--- config.mk ---
export PLATFORM = sky130hd
export DESIGN_NAME = cfg_commit_target
export DESIGN_NICKNAME = d
export VERILOG_FILES = /design/src/rtl/cfg_commit_pkg.sv /design/src/rtl/cfg_word_store.sv /design/src/rtl/cfg_root_ctrl.sv /design/src/rtl/cfg_ack_engine.sv /design/src/rtl/cfg_commit_target.sv
export SDC_FILE = /design/constraint.sdc
export NUM_CORES = 1
export LEC_CHECK = 0
export BUFFER_PORTS_ARGS = -buffer_cell sky130_fd_sc_hd__buf_2
export CORE_ASPECT_RATIO = 2
export CORE_MARGIN = 3
export CORE_UTILIZATION = 54
export CTS_CLUSTER_DIAMETER = 80
export CTS_CLUSTER_SIZE = 28
export DETAILED_ROUTE_END_ITERATION = 16
export HOLD_SLACK_MARGIN = 0.02
export PLACE_DENSITY = 0.68
export REMOVE_ABC_BUFFERS = 1
export SETUP_SLACK_MARGIN = 0.05
export SYNTH_ARGS = -nofsm -noshare
export SYNTH_HDL_FRONTEND = slang
export SYNTH_SLANG_ARGS = --single-unit
--- constraint.sdc ---
create_clock -name clk -period 43.8 [get_ports clk]
set_input_delay 6.57 -clock clk [delete_from_list [all_inputs] [get_ports clk]]
set_output_delay 6.57 -clock clk [all_outputs]
set_load 0.01 [all_outputs]
--- src/rtl/cfg_commit_pkg.sv ---
package cfg_commit_pkg;

  // Phase of the commit exchange
  typedef enum logic [1:0] {
    ENG_IDLE = 2'd0,
    ENG_RISE = 2'd1,
    ENG_HELD = 2'd2,
    ENG_FALL = 2'd3
  } eng_state_e;

  // Distance in bytes from the command word to the commit word
  localparam int COMMIT_REL_OFS = 'h60;

endpackage

--- src/rtl/cfg_word_store.sv ---
module cfg_word_store #(
  parameter int DATA_W    = 32,
  parameter int IDX_W     = 6,
  parameter int NUM_WORDS = 27,
  parameter int SKIP_A    = 0,
  parameter int SKIP_B    = 24
) (
  input  logic              clk,
  input  logic              rst_n,
  input  logic              wr_en,
  input  logic [IDX_W-1:0]  idx,
  input  logic [DATA_W-1:0] wdata,
  output logic [DATA_W-1:0] rd_word
);

  logic [DATA_W-1:0] words [NUM_WORDS];

  for (genvar i = 0; i < NUM_WORDS; i++) begin : g_word
    if (i == SKIP_A || i == SKIP_B) begin : g_hole
      assign words[i] = '0;
    end else begin : g_reg
      logic              sel;
      logic [DATA_W-1:0] q;

      assign sel = wr_en && (idx == IDX_W'(i));

      always_ff @(posedge clk or negedge rst_n) begin
        if (!rst_n) begin
          q <= '0;
        end else if (sel) begin
          q <= wdata;
        end
      end

      assign words[i] = q;
    end
  end

  always_comb begin
    rd_word = '0;
    for (int i = 0; i < NUM_WORDS; i++) begin
      if (idx == IDX_W'(i)) begin
        rd_word = words[i];
      end
    end
  end

endmodule

--- src/rtl/cfg_root_ctrl.sv ---
module cfg_root_ctrl #(
  parameter int LAT = 4
) (
  input  logic clk,
  input  logic rst_n,
  input  logic cmd_wr,
  input  logic root_wdata,
  output logic root_q,
  output logic busy_q
);

  localparam int CNT_W = $clog2(LAT + 1);
  localparam logic [CNT_W-1:0] CNT_LOAD = CNT_W'(LAT);

  logic [CNT_W-1:0] cnt_q, cnt_d;
  logic             root_d, busy_d;

  always_comb begin
    root_d = root_q;
    busy_d = busy_q;
    cnt_d  = cnt_q;
    if (cnt_q != '0) begin
      cnt_d = cnt_q - 1'b1;
      if (cnt_q == CNT_W'(1)) begin
        busy_d = 1'b0;
      end
    end
    if (cmd_wr) begin
      root_d = root_wdata;
      if (!root_wdata) begin
        busy_d = 1'b1;
        cnt_d  = '0;
      end else if (!root_q) begin
        cnt_d = CNT_LOAD;
      end
    end
  end

  always_ff @(posedge clk or negedge rst_n) begin
    if (!rst_n) begin
      root_q <= 1'b0;
      busy_q <= 1'b1;
      cnt_q  <= '0;
    end else begin
      root_q <= root_d;
      busy_q <= busy_d;
      cnt_q  <= cnt_d;
    end
  end

  // a disabled root always reports busy
  p_busy_off_r4: assert property (@(posedge clk) disable iff (!rst_n)
    !root_q |-> busy_q);

  // the final countdown step releases busy
  p_busy_drop_r4: assert property (@(posedge clk) disable iff (!rst_n)
    (cnt_q == CNT_W'(1) && !cmd_wr) |=> !busy_q);

endmodule

--- src/rtl/cfg_ack_engine.sv ---
module cfg_ack_engine
  import cfg_commit_pkg::*;
#(
  parameter int DATA_W  = 32,
  parameter int ENTRY_W = 8,
  parameter int ACK_W   = 16,
  parameter int LAT     = 4
) (
  input  logic               clk,
  input  logic               rst_n,
  input  logic               cfg_wr,
  input  logic [DATA_W-1:0]  wdata,
  output logic [ENTRY_W-1:0] entry_q,
  output logic               trig_q,
  output logic [ACK_W-1:0]   ack_q,
  output logic               err_q
);

  localparam int CNT_W = (LAT > 1) ? $clog2(LAT) : 1;
  localparam logic [CNT_W-1:0]   CNT_LOAD  = CNT_W'(LAT - 1);
  localparam logic [ENTRY_W-1:0] ENTRY_LIM = ENTRY_W'(ACK_W);

  eng_state_e         state_q, state_d;
  logic [CNT_W-1:0]   cnt_q, cnt_d;
  logic [ENTRY_W-1:0] tgt_q, tgt_d, entry_d;
  logic [ACK_W-1:0]   ack_d;
  logic               trig_d, err_d;
  logic               zero_wr, fill_wr, start;

  assign zero_wr = cfg_wr && (wdata == '0);
  assign fill_wr = cfg_wr && (wdata != '0);
  assign start   = fill_wr && wdata[ENTRY_W] && !trig_q;

  always_comb begin
    state_d = state_q;
    cnt_d   = cnt_q;
    tgt_d   = tgt_q;
    ack_d   = ack_q;
    err_d   = err_q;
    entry_d = entry_q;
    trig_d  = trig_q;

    if (zero_wr) begin
      entry_d = '0;
      trig_d  = 1'b0;
    end else if (fill_wr) begin
      entry_d = wdata[ENTRY_W-1:0];
      trig_d  = wdata[ENTRY_W];
    end

    unique case (state_q)
      ENG_IDLE: begin
        if (start) begin
          state_d = ENG_RISE;
          cnt_d   = CNT_LOAD;
          tgt_d   = wdata[ENTRY_W-1:0];
        end
      end
      ENG_RISE: begin
        if (zero_wr) begin
          state_d = ENG_FALL;
          cnt_d   = CNT_LOAD;
        end else if (cnt_q == '0) begin
          state_d = ENG_HELD;
          if (tgt_q < ENTRY_LIM) begin
            ack_d = ACK_W'(1) << tgt_q;
          end else begin
            err_d = 1'b1;
          end
        end else begin
          cnt_d = cnt_q - 1'b1;
        end
      end
      ENG_HELD: begin
        if (zero_wr) begin
          state_d = ENG_FALL;
          cnt_d   = CNT_LOAD;
        end
      end
      ENG_FALL: begin
        if (cnt_q == '0) begin
          state_d = ENG_IDLE;
          ack_d   = '0;
        end else begin
          cnt_d = cnt_q - 1'b1;
        end
      end
      default: state_d = ENG_IDLE;
    endcase
  end

  always_ff @(posedge clk or negedge rst_n) begin
    if (!rst_n) begin
      state_q <= ENG_IDLE;
      cnt_q   <= '0;
      tgt_q   <= '0;
      ack_q   <= '0;
      err_q   <= 1'b0;
      entry_q <= '0;
      trig_q  <= 1'b0;
    end else begin
      state_q <= state_d;
      cnt_q   <= cnt_d;
      tgt_q   <= tgt_d;
      ack_q   <= ack_d;
      err_q   <= err_d;
      entry_q <= entry_d;
      trig_q  <= trig_d;
    end
  end

  // never more than one acknowledge bit
  p_ack_onehot_r6: assert property (@(posedge clk) disable iff (!rst_n)
    $onehot0(ack_q));

  // a held exchange keeps its acknowledge until a zero write
  p_ack_hold_r7: assert property (@(posedge clk) disable iff (!rst_n)
    (state_q == ENG_HELD && !zero_wr) |=> $stable(ack_q));

  // no acknowledge outside an open exchange
  p_idle_no_ack_r8: assert property (@(posedge clk) disable iff (!rst_n)
    (state_q == ENG_IDLE) |-> (ack_q == '0));

  // error flag is sticky
  p_err_sticky_r9: assert property (@(posedge clk) disable iff (!rst_n)
    err_q |=> err_q);

  // an entry without an acknowledge bit completes with none set
  p_bad_entry_r9: assert property (@(posedge clk) disable iff (!rst_n)
    (state_q == ENG_RISE && cnt_q == '0 && !zero_wr && tgt_q >= ENTRY_LIM)
      |=> (ack_q == '0));

endmodule

--- src/rtl/cfg_commit_target.sv ---
module cfg_commit_target
  import cfg_commit_pkg::*;
#(
  parameter int DATA_W   = 32,
  parameter int IDX_W    = 6,
  parameter int LAST_OFS = 'h68,
  parameter int CMD_OFS  = 'h00,
  parameter int ENTRY_W  = 8,
  parameter int ACK_W    = 16,
  parameter int LAT      = 4
) (
  input  logic              clk,
  input  logic              rst_n,
  input  logic              bus_valid,
  input  logic              bus_write,
  input  logic [IDX_W-1:0]  bus_word,
  input  logic [DATA_W-1:0] bus_wdata,
  output logic [DATA_W-1:0] bus_rdata,
  output logic [ACK_W-1:0]  ack_vec,
  output logic              entry_err
);

  localparam int NUM_WORDS = LAST_OFS / 4 + 1;
  localparam int CMD_I     = CMD_OFS / 4;
  localparam int CFG_I     = (CMD_OFS + COMMIT_REL_OFS) / 4;
  localparam logic [IDX_W-1:0] LAST_IDX = IDX_W'(NUM_WORDS - 1);
  localparam logic [IDX_W-1:0] CMD_IDX  = IDX_W'(CMD_I);
  localparam logic [IDX_W-1:0] CFG_IDX  = IDX_W'(CFG_I);
  localparam int PAD_W = DATA_W - ACK_W - 1 - ENTRY_W;

  // Reset: asserted asynchronously, released after two clock edges
  logic [1:0] rst_sync_q;
  logic       rst_int_n;

  always_ff @(posedge clk or negedge rst_n) begin
    if (!rst_n) begin
      rst_sync_q <= 2'b00;
    end else begin
      rst_sync_q <= {rst_sync_q[0], 1'b1};
    end
  end
  assign rst_int_n = rst_sync_q[1];

  // Access decode
  logic wr_en, rd_en, in_range, cmd_wr, cfg_wr, store_wr;

  assign wr_en    = bus_valid && bus_write;
  assign rd_en    = bus_valid && !bus_write;
  assign in_range = (bus_word <= LAST_IDX);
  assign cmd_wr   = wr_en && (bus_word == CMD_IDX);
  assign cfg_wr   = wr_en && (bus_word == CFG_IDX);
  assign store_wr = wr_en && in_range;

  logic [DATA_W-1:0]  store_word;
  logic               root_q, busy_q, trig_q, err_q;
  logic [ENTRY_W-1:0] entry_q;
  logic [ACK_W-1:0]   ack_q;

  cfg_word_store #(
    .DATA_W(DATA_W), .IDX_W(IDX_W), .NUM_WORDS(NUM_WORDS),
    .SKIP_A(CMD_I), .SKIP_B(CFG_I)
  ) u_store (
    .clk(clk), .rst_n(rst_int_n), .wr_en(store_wr), .idx(bus_word),
    .wdata(bus_wdata), .rd_word(store_word)
  );

  cfg_root_ctrl #(.LAT(LAT)) u_root (
    .clk(clk), .rst_n(rst_int_n), .cmd_wr(cmd_wr), .root_wdata(bus_wdata[1]),
    .root_q(root_q), .busy_q(busy_q)
  );

  cfg_ack_engine #(
    .DATA_W(DATA_W), .ENTRY_W(ENTRY_W), .ACK_W(ACK_W), .LAT(LAT)
  ) u_engine (
    .clk(clk), .rst_n(rst_int_n), .cfg_wr(cfg_wr), .wdata(bus_wdata),
    .entry_q(entry_q), .trig_q(trig_q), .ack_q(ack_q), .err_q(err_q)
  );

  // Read mux and registered read data
  logic [DATA_W-1:0] rd_val;

  always_comb begin
    rd_val = '0;
    if (bus_word == CMD_IDX) begin
      rd_val = DATA_W'({err_q, root_q, busy_q});
    end else if (bus_word == CFG_IDX) begin
      rd_val = {ack_q, {(PAD_W){1'b0}}, trig_q, entry_q};
    end else if (in_range) begin
      rd_val = store_word;
    end
  end

  always_ff @(posedge clk or negedge rst_int_n) begin
    if (!rst_int_n) begin
      bus_rdata <= '0;
    end else if (rd_en) begin
      bus_rdata <= rd_val;
    end
  end

  assign ack_vec   = ack_q;
  assign entry_err = err_q;

  // read data only moves on a read
  p_rdata_hold_r3: assert property (@(posedge clk) disable iff (!rst_int_n)
    !rd_en |=> $stable(bus_rdata));

  // reads past the window return zero
  p_oob_zero_r2: assert property (@(posedge clk) disable iff (!rst_int_n)
    (rd_en && !in_range) |=> (bus_rdata == '0));

endmodule

==> impl_metrics.tcl, run 1 <==
set metrics [dict create \
    htree_levels 2 \
    drc 0 \
    worst-r2r-setup-slack_ps 38930 \
    slew_viol_final 0 \
    start_kind "input pin" \
    final_cells 4082 \
    multi_input_area_mm2 0.0172 \
    final_cell_area_mm2 0.0426 \
    max-clock-path-buffers 3 \
    wl_per_cell_um 35.3 \
    clk_pin_slew_worst_paths_ps 110 \
    p_int_mw 1.06 \
    numPortBuffers 90 \
    synth_seq_cells 877 \
    yosys_most_used_dff "dfrtp_1" \
    syn_avg_cell_area_um2 12.5 \
    synth_top_cell_area_share 0.544 \
    grt_usage 0.367 \
    required_ps 44300 \
    slew_headroom 0.0911 \
    overflow 0 \
    synth_area_mm2 0.0403 \
    wl_um 144000 \
    sw_frac_of_total 0.265 \
    hp-start "rst_sync_q[0]" \
    seqPwrFrac 0.607 \
    timing.setup.tns_ps 0 \
    cts_buffers 37 \
    core-area_mm2 0.0739 \
    reg2reg_to "u_store.g_word[8].g_reg.q[8]" \
    cts_setup_buffers 0 \
    seq_area_frac_synth 0.545 \
    status "complete, no violations" \
    cts_sinks 877 \
    hpwl_um 90700 \
    path_class "input pin to flop" \
    syn_to_final_growth_pct 5.67 \
    rr_startpoint "rst_sync_q[1]" \
    setup_viol 0 \
    cts-root-buf "clkbuf_16" \
    p_per_area_mw_per_mm2 33.9 \
    hold_viol 0 \
    layout_common_cells "875 x dfrtp_1, 829 x mux2_2, 166 x o21ai_0" \
    num_vias 29300 \
    ys_warn_count 0 \
    route.antenna.remaining_nets 0 \
    whs_endpoint "rst_sync_q[1]" \
    antenna_found_initial 8 \
    drive_gt1_frac 0.358 \
    p_comb_frac 0.105 \
    fin_crit_sh 0.237 \
    cp.arrival_ps 10880 \
    post-route-util 0.576 \
    peakVddDrop_mv 0.0310 \
    yosys-top-cells-area "dfrtp_1 54%, mux2_2 23%, a22oi_1 2.3%" \
    nNetsFinal 3194 \
    viasPerCell 7.19 \
    first_iter_violations 3506 \
    routabilityCongestion 0.944 \
    syn_inst 3215 \
    ios 91 \
    r2r_cells 4 \
    tightest_slew_ps 1360 \
    p_sw_mw 0.382 \
    cp_max_fo 43 \
    ys_types 79 \
    grt_pass1_wl_um 206000 \
    place_inst 4035 \
    mostFrequentLayoutCell "dfrtp_1" \
    die_w_um 199 \
    min_path_type "flop to flop" \
    fp.dieArea_mm2 0.0781 \
    synth_edf_count 0 \
    cts.hold.buffers_added 0 \
    max_freq_mhz 96.3 \
    yosysTopAreaCell "dfrtp_1" \
    rsz0062_at_grt "no" \
    skew_ps 27.6 \
    hold_depth 0 \
    cts_tree "yes" \
    leakage_nw 20.6 \
    grt_pass1_vias 30400 \
    rows 141 \
    dr.pass1.iters 5 \
    ff_latch_area_mm2 0.0220 \
    maxCapViolations 0 \
    worst_setup_path_end_kind "flop" \
    fill_cells 6058 \
    power_mw 1.44 \
    clk_latency_ps 600 \
    synth_async_sr_flop_share 1.00 \
    clockPowerShare 0.288 \
    initial_core_util 0.545 \
    grt_max_degree 206 \
    min_period_ps 10380 \
    post_dp_cell_area_mm2 0.0416 \
    die_h_um 392 \
    cts_resized 0 \
]
## metal layers
metal / part of all wire / up-vias / global-route usage / wire length (µm)
li1: - / 11700 / - / -
met3: 0.092 / 653 / 0.0755 / 13200
met1: 0.35 / 15200 / 0.434 / 49800
met5: 0.00074 / - / 0.00390 / 106
met4: 0.092 / 7 / 0.266 / 13300
met2: 0.47 / 1811 / 0.591 / 67700
## layout make-up
cell class | instances | area share
flip-flops and latches | 877 | 0.516
repair buffers | 182 | 0.0281
clock buffers | 45 | 0.0225
clock inverters | 1 | 0.000470
multi-input cells | 2037 | 0.405
well taps | 929 | 0.0273
diodes | 1 | 0.0000588
inverters | 10 | 0.000882
## registers in the layout, summed over array words and instances (netlist names)
name,flops
u_store.g_word.g_reg.q,800
bus_rdata,32
u_engine.ack_q,16
u_engine.entry_q,8
u_engine.tgt_q,8
u_root.cnt_q,3
rst_sync_q,2
u_engine.cnt_q,2
u_engine.state_q,2
u_engine.err_q,1
u_engine.trig_q,1
u_root.busy_q,1
u_root.root_q,1
## per-stage QoR
stage / setup slack, ps / hold slack [ps]
2_1_floorplan: 17550 / 331
3_3_place_gp: 33090 / 333
3_5_place_dp: 33030 / 338
4_1_cts: 33660 / 364
5_1_grt: 33590 / 370
6_report: 33420 / 361
## logic make-up (layout without fill, tap and decap cells)
family | Yosys count | in the layout | share of synthesized area
flip-flops | 877 | 877 | 0.545
XOR/XNOR | 1 | 1 | 0.000217
AND/OR/NAND/NOR | 455 | 455 | 0.0558
AO/OA/AOI/OAI | 667 | 667 | 0.110
buffers and inverters | 301 | 238 | 0.0325
other | 1 | 2 | 0.0000931
adder cells (fa/ha/maj) | 7 | 7 | 0.00217
multiplexers | 906 | 906 | 0.254
## worst max path at each step
| stage | startpoint | cells past startpoint | endpoint | slack [ps] |
|---|---|---|---|---|
| after floorplan | rst_sync_q[1] | 0 | bus_rdata[0] | 17550 |
| final | bus_word[1] | 6 | u_store.g_word[26].g_reg.q[14] | 33420 |
| after global routing | bus_word[1] | 6 | u_store.g_word[26].g_reg.q[4] | 33590 |
| after detailed placement | bus_word[1] | 6 | u_store.g_word[26].g_reg.q[27] | 33030 |
| after CTS | bus_word[1] | 6 | u_store.g_word[26].g_reg.q[27] | 33660 |
| after global placement | bus_word[1] | 6 | u_store.g_word[26].g_reg.q[10] | 33090 |
## worst max-delay path, cell delays in order
cell	delay [ps]
buf_6	370
nor2b_4	480
buf_4	550
nand2_1	940
nor2_4	1390
mux2_2	430
## Yosys cell counts (all sizes together), types with 6 or more instances
| cell | instances |
|---|---|
| o211ai | 11 |
| o21ai | 169 |
| a21oi | 120 |
| a32oi | 14 |
| a2111oi | 13 |
| a21o | 7 |
| clkbuf | 149 |
| mux2i | 64 |
| nand3 | 43 |
| nor2b | 13 |
| inv | 10 |
| and2 | 6 |
| nor2 | 113 |
| nand3b | 8 |
| a22oi | 127 |
| a211oi | 37 |
| dfrtp | 876 |
| o41ai | 7 |
| nor3 | 17 |
| ha | 7 |
| nand2b | 13 |
| nand2 | 152 |
| o21a | 6 |
| a221oi | 27 |
| mux4 | 10 |
| o221ai | 24 |
| mux2 | 832 |
| buf | 142 |
| nand4 | 27 |
| nor4 | 24 |
| or3 | 7 |
| and3 | 11 |
| o31ai | 6 |
| a22o | 9 |
| o22ai | 38 |
| a211o | 7 |
| a31oi | 10 |
| a222oi | 8 |
## power groups by stage
stage	Clock, mW	Sequential [mW]	Combinational [mW]
floorplan	0	0.893	0.0762
global placement	0	0.886	0.144
detailed placement	0	0.889	0.150
CTS	0.419	0.873	0.150
global route	0.444	0.879	0.163
finish	0.415	0.875	0.152
Note: power is estimated with default switching activity, not from simulation.
==> run 2, diff against run 1 <==
ABC_AREA = 1   (was not set)
PLACE_DENSITY = 0.71   (was 0.68)
clock period = 9 ns   (was 43.8 ns; I/O delays follow)
==> run 2 against run 1 <==
Net effect:
- area after synthesis down 4.7%
- combinational power rose to 2.8 times the previous value
- sequential power rose to 4.8 times the previous value
- clock power rose to 4.9 times the previous value
- sequential share of layout area up 2.9 points
- critical path type unchanged
- critical endpoint is now bus_rdata[2]
- register-to-register slack worse by 33000 ps
==> impl_metrics.tcl, run 2 <==
set metrics [dict create \
    status "complete, no violations" \
    grt_usage 0.263 \
    drive_gt1_frac 0.0708 \
    clk_latency_ps 600 \
    synthTopCellsByCount "1711 x nand2_1, 876 x dfrtp_1, 771 x o21ai_0" \
    setup_viol 0 \
    skew_ps 21.4 \
    slew_headroom 0.174 \
    drc 0 \
    mostFrequentLayoutCell "nand2_1" \
    cp.arrival_ps 4760 \
    rows 137 \
    leakage_nw 18.7 \
    crit_top_cell "nand2_1" \
    slew_viol_final 0 \
    core-area_mm2 0.0701 \
    cts-root-buf "clkbuf_16" \
    cts_tree "yes" \
    cts_setup_buffers 0 \
    timing.setup.tns_ps 0 \
    synth_edf_count 0 \
    routabilityCongestion 0.871 \
    syn_avg_cell_area_um2 8.20 \
    slowest_delay_ps 670 \
    cts_sinks 877 \
    cts.hold.buffers_added 0 \
    ys_types 34 \
    initial_core_util 0.548 \
    yosys_most_used_dff "dfrtp_1" \
    min_path_type "flop to asynchronous set/reset pin" \
    viasPerCell 5.52 \
    ys_warn_count 0 \
    cts_buffers 37 \
    wl_per_cell_um 17.8 \
    antenna_found_initial 2 \
    synth_seq_cells 877 \
    reg_top3 "u_store.g_word.g_reg.q x800, bus_rdata x32, u_engine.ack_q x16" \
    start_kind "input pin" \
    grt_max_degree 156 \
    yosys-top-cells-area "dfrtp_1 57%, nand2_1 17%, o21ai_0 10%" \
    syn_to_final_growth_pct 4.99 \
    min_period_ps 4280 \
    post_dp_cell_area_mm2 0.0393 \
    die_h_um 383 \
    numPortBuffers 90 \
    cp_max_fo 19 \
    num_vias 30200 \
    syn_inst 4682 \
    largest-register "u_store.g_word.g_reg.q" \
    hpwl_um 65300 \
    wl_um 97200 \
    crit_chain "buf_2 -> nor2_4 -> nand3_1 -> nor2_2 -> buf_4 -> inv_1 -> or2_0 -> nand2_1 -> nand4_1 -> nand2_1 -> nand3_1 -> nand2_1 -> nand4_1 -> nor2_1 -> nand4_1 -> nor2_1 -> nand3_1 -> nand2_1 -> nand2_1 -> nand2_1 -> nand2_1 -> nand2_1 -> nand2_1" \
    nNetsFinal 4600 \
    grt_pass1_wl_um 160000 \
    setup_ws_ps 4720 \
    slowest_stage "nor2_2" \
    path_buf_inv 3 \
    post-place-ws_ps 4130 \
    peakVddDrop_mv 0.188 \
    overflow 0 \
    maxCapViolations 0 \
    first_iter_violations 2423 \
    final_cells 5467 \
    layout_common_cells "1707 x nand2_1, 875 x dfrtp_1, 771 x o21ai_0" \
    grt_pass1_vias 29600 \
    seq_area_frac_synth 0.571 \
    final_cell_area_mm2 0.0403 \
    route.antenna.remaining_nets 0 \
    dr.pass1.iters 5 \
    yosysTopAreaCell "dfrtp_1" \
    path_class "input pin to flop" \
    hold_viol 0 \
    r2r_cells 2 \
    required_ps 9490 \
    synth_top_cell_area_share 0.571 \
    largest_reg_flops 800 \
    fill_cells 6451 \
    worst_setup_path_end_kind "flop" \
    p_per_area_mw_per_mm2 166 \
    ios 91 \
    cts_resized 0 \
    max_freq_mhz 234 \
    synth.most_common_cell "nand2_1" \
    place_inst 5415 \
    htree_levels 2 \
    die_w_um 195 \
    cp_top_family "simple AND/OR/NAND/NOR gates" \
    synth_area_mm2 0.0384 \
    tightest_slew_ps 1240 \
    path_depth 23 \
    synth_async_sr_flop_share 1.00 \
    max-clock-path-buffers 3 \
    rsz0062_at_grt "no" \
    fin_crit_sh 0.475 \
    clk_pin_slew_worst_paths_ps 110 \
    fp.dieArea_mm2 0.0745 \
]
==> run 2: cell count changes after synthesis, moves of 72 or more <==
cell and delta:
nor2_1 +127, mux2_2 -829, clkbuf_1 +135, or2_2 +72
buf_2 -81, o21ai_0 +605, nand4_1 +136, nand2_1 +1559
a22oi_1 -125, inv_1 +211
==> run 2: through the flow <==
stage | power, mW | hold slack, ps | util
finish | 6.68 | 346 | 0.575
global route | 6.94 | 377 | 0.575
CTS | 6.73 | 373 | 0.575
detailed placement | 4.73 | 337 | 0.560
global placement | 4.71 | 344 | 0.560
floorplan | 4.57 | 331 | -
==> run 2: cell type report <==
| class | count | area, µm² | share of cell area |
|---|---|---|---|
| Clock inverter | 2 | 28.8 | 0.000714 |
| Antenna cell | 4 | 10.0 | 0.000248 |
| Clock buffer | 46 | 1000 | 0.0249 |
| Multi-Input combinational cell | 3257 | 14400 | 0.358 |
| Inverter | 234 | 878 | 0.0218 |
| Timing Repair Buffer | 144 | 893 | 0.0222 |
| Sequential cell | 877 | 22000 | 0.544 |
| Tap cell | 903 | 1130 | 0.0280 |
==> run 2: per-layer routing <==
layer  share of wire  vias to the layer above  track usage
li1                -                    14700            -
met3           0.035                      141       0.0199
met2            0.53                      686        0.486
met4           0.032                        0       0.0866
met1            0.41                    14700        0.325
met5               0                        -            0
==> run 2: worst reg2reg max path, stage by stage, from the launching register on <==
cell     delay [ps]
dfrtp_4         830
buf_12          600
buf_4          1140
==> run 2: kinds of logic after synthesis <==
group                    Yosys count  share of synthesized area
AO/OA/AOI/OAI                    930                      0.122
flip-flops                       877                      0.571
XOR/XNOR                           1                   0.000228
adder cells (fa/ha/maj)            7                    0.00228
buffers and inverters            548                     0.0544
AND/OR/NAND/NOR                 2318                      0.249
other                              1                  0.0000976
==> run 2: path summary, 6_finish.rpt <==
kind | endpoint | slack (ps) | startpoint
min in group clk | rst_sync_q[1] | 380 | rst_sync_q[0]
worst min register to register | bus_rdata[9] | 350 | rst_sync_q[1]
max in group asynchronous | u_store.g_word[10].g_reg.q[31] | 6380 | rst_sync_q[1]
worst min-delay path | bus_rdata[9] | 350 | rst_sync_q[1]
worst max register to register | u_store.g_word[10].g_reg.q[31] | 6380 | rst_sync_q[1]
worst max-delay path | bus_rdata[2] | 4720 | bus_word[4]
==> run 2: power breakdown <==
group	internal [mW]	switching, mW	leakage [nW]	total (mW)
sequential	4.12	0.100	12.1	4.22
clock	0.804	1.22	0.503	2.03
combinational	0.125	0.307	6.13	0.432
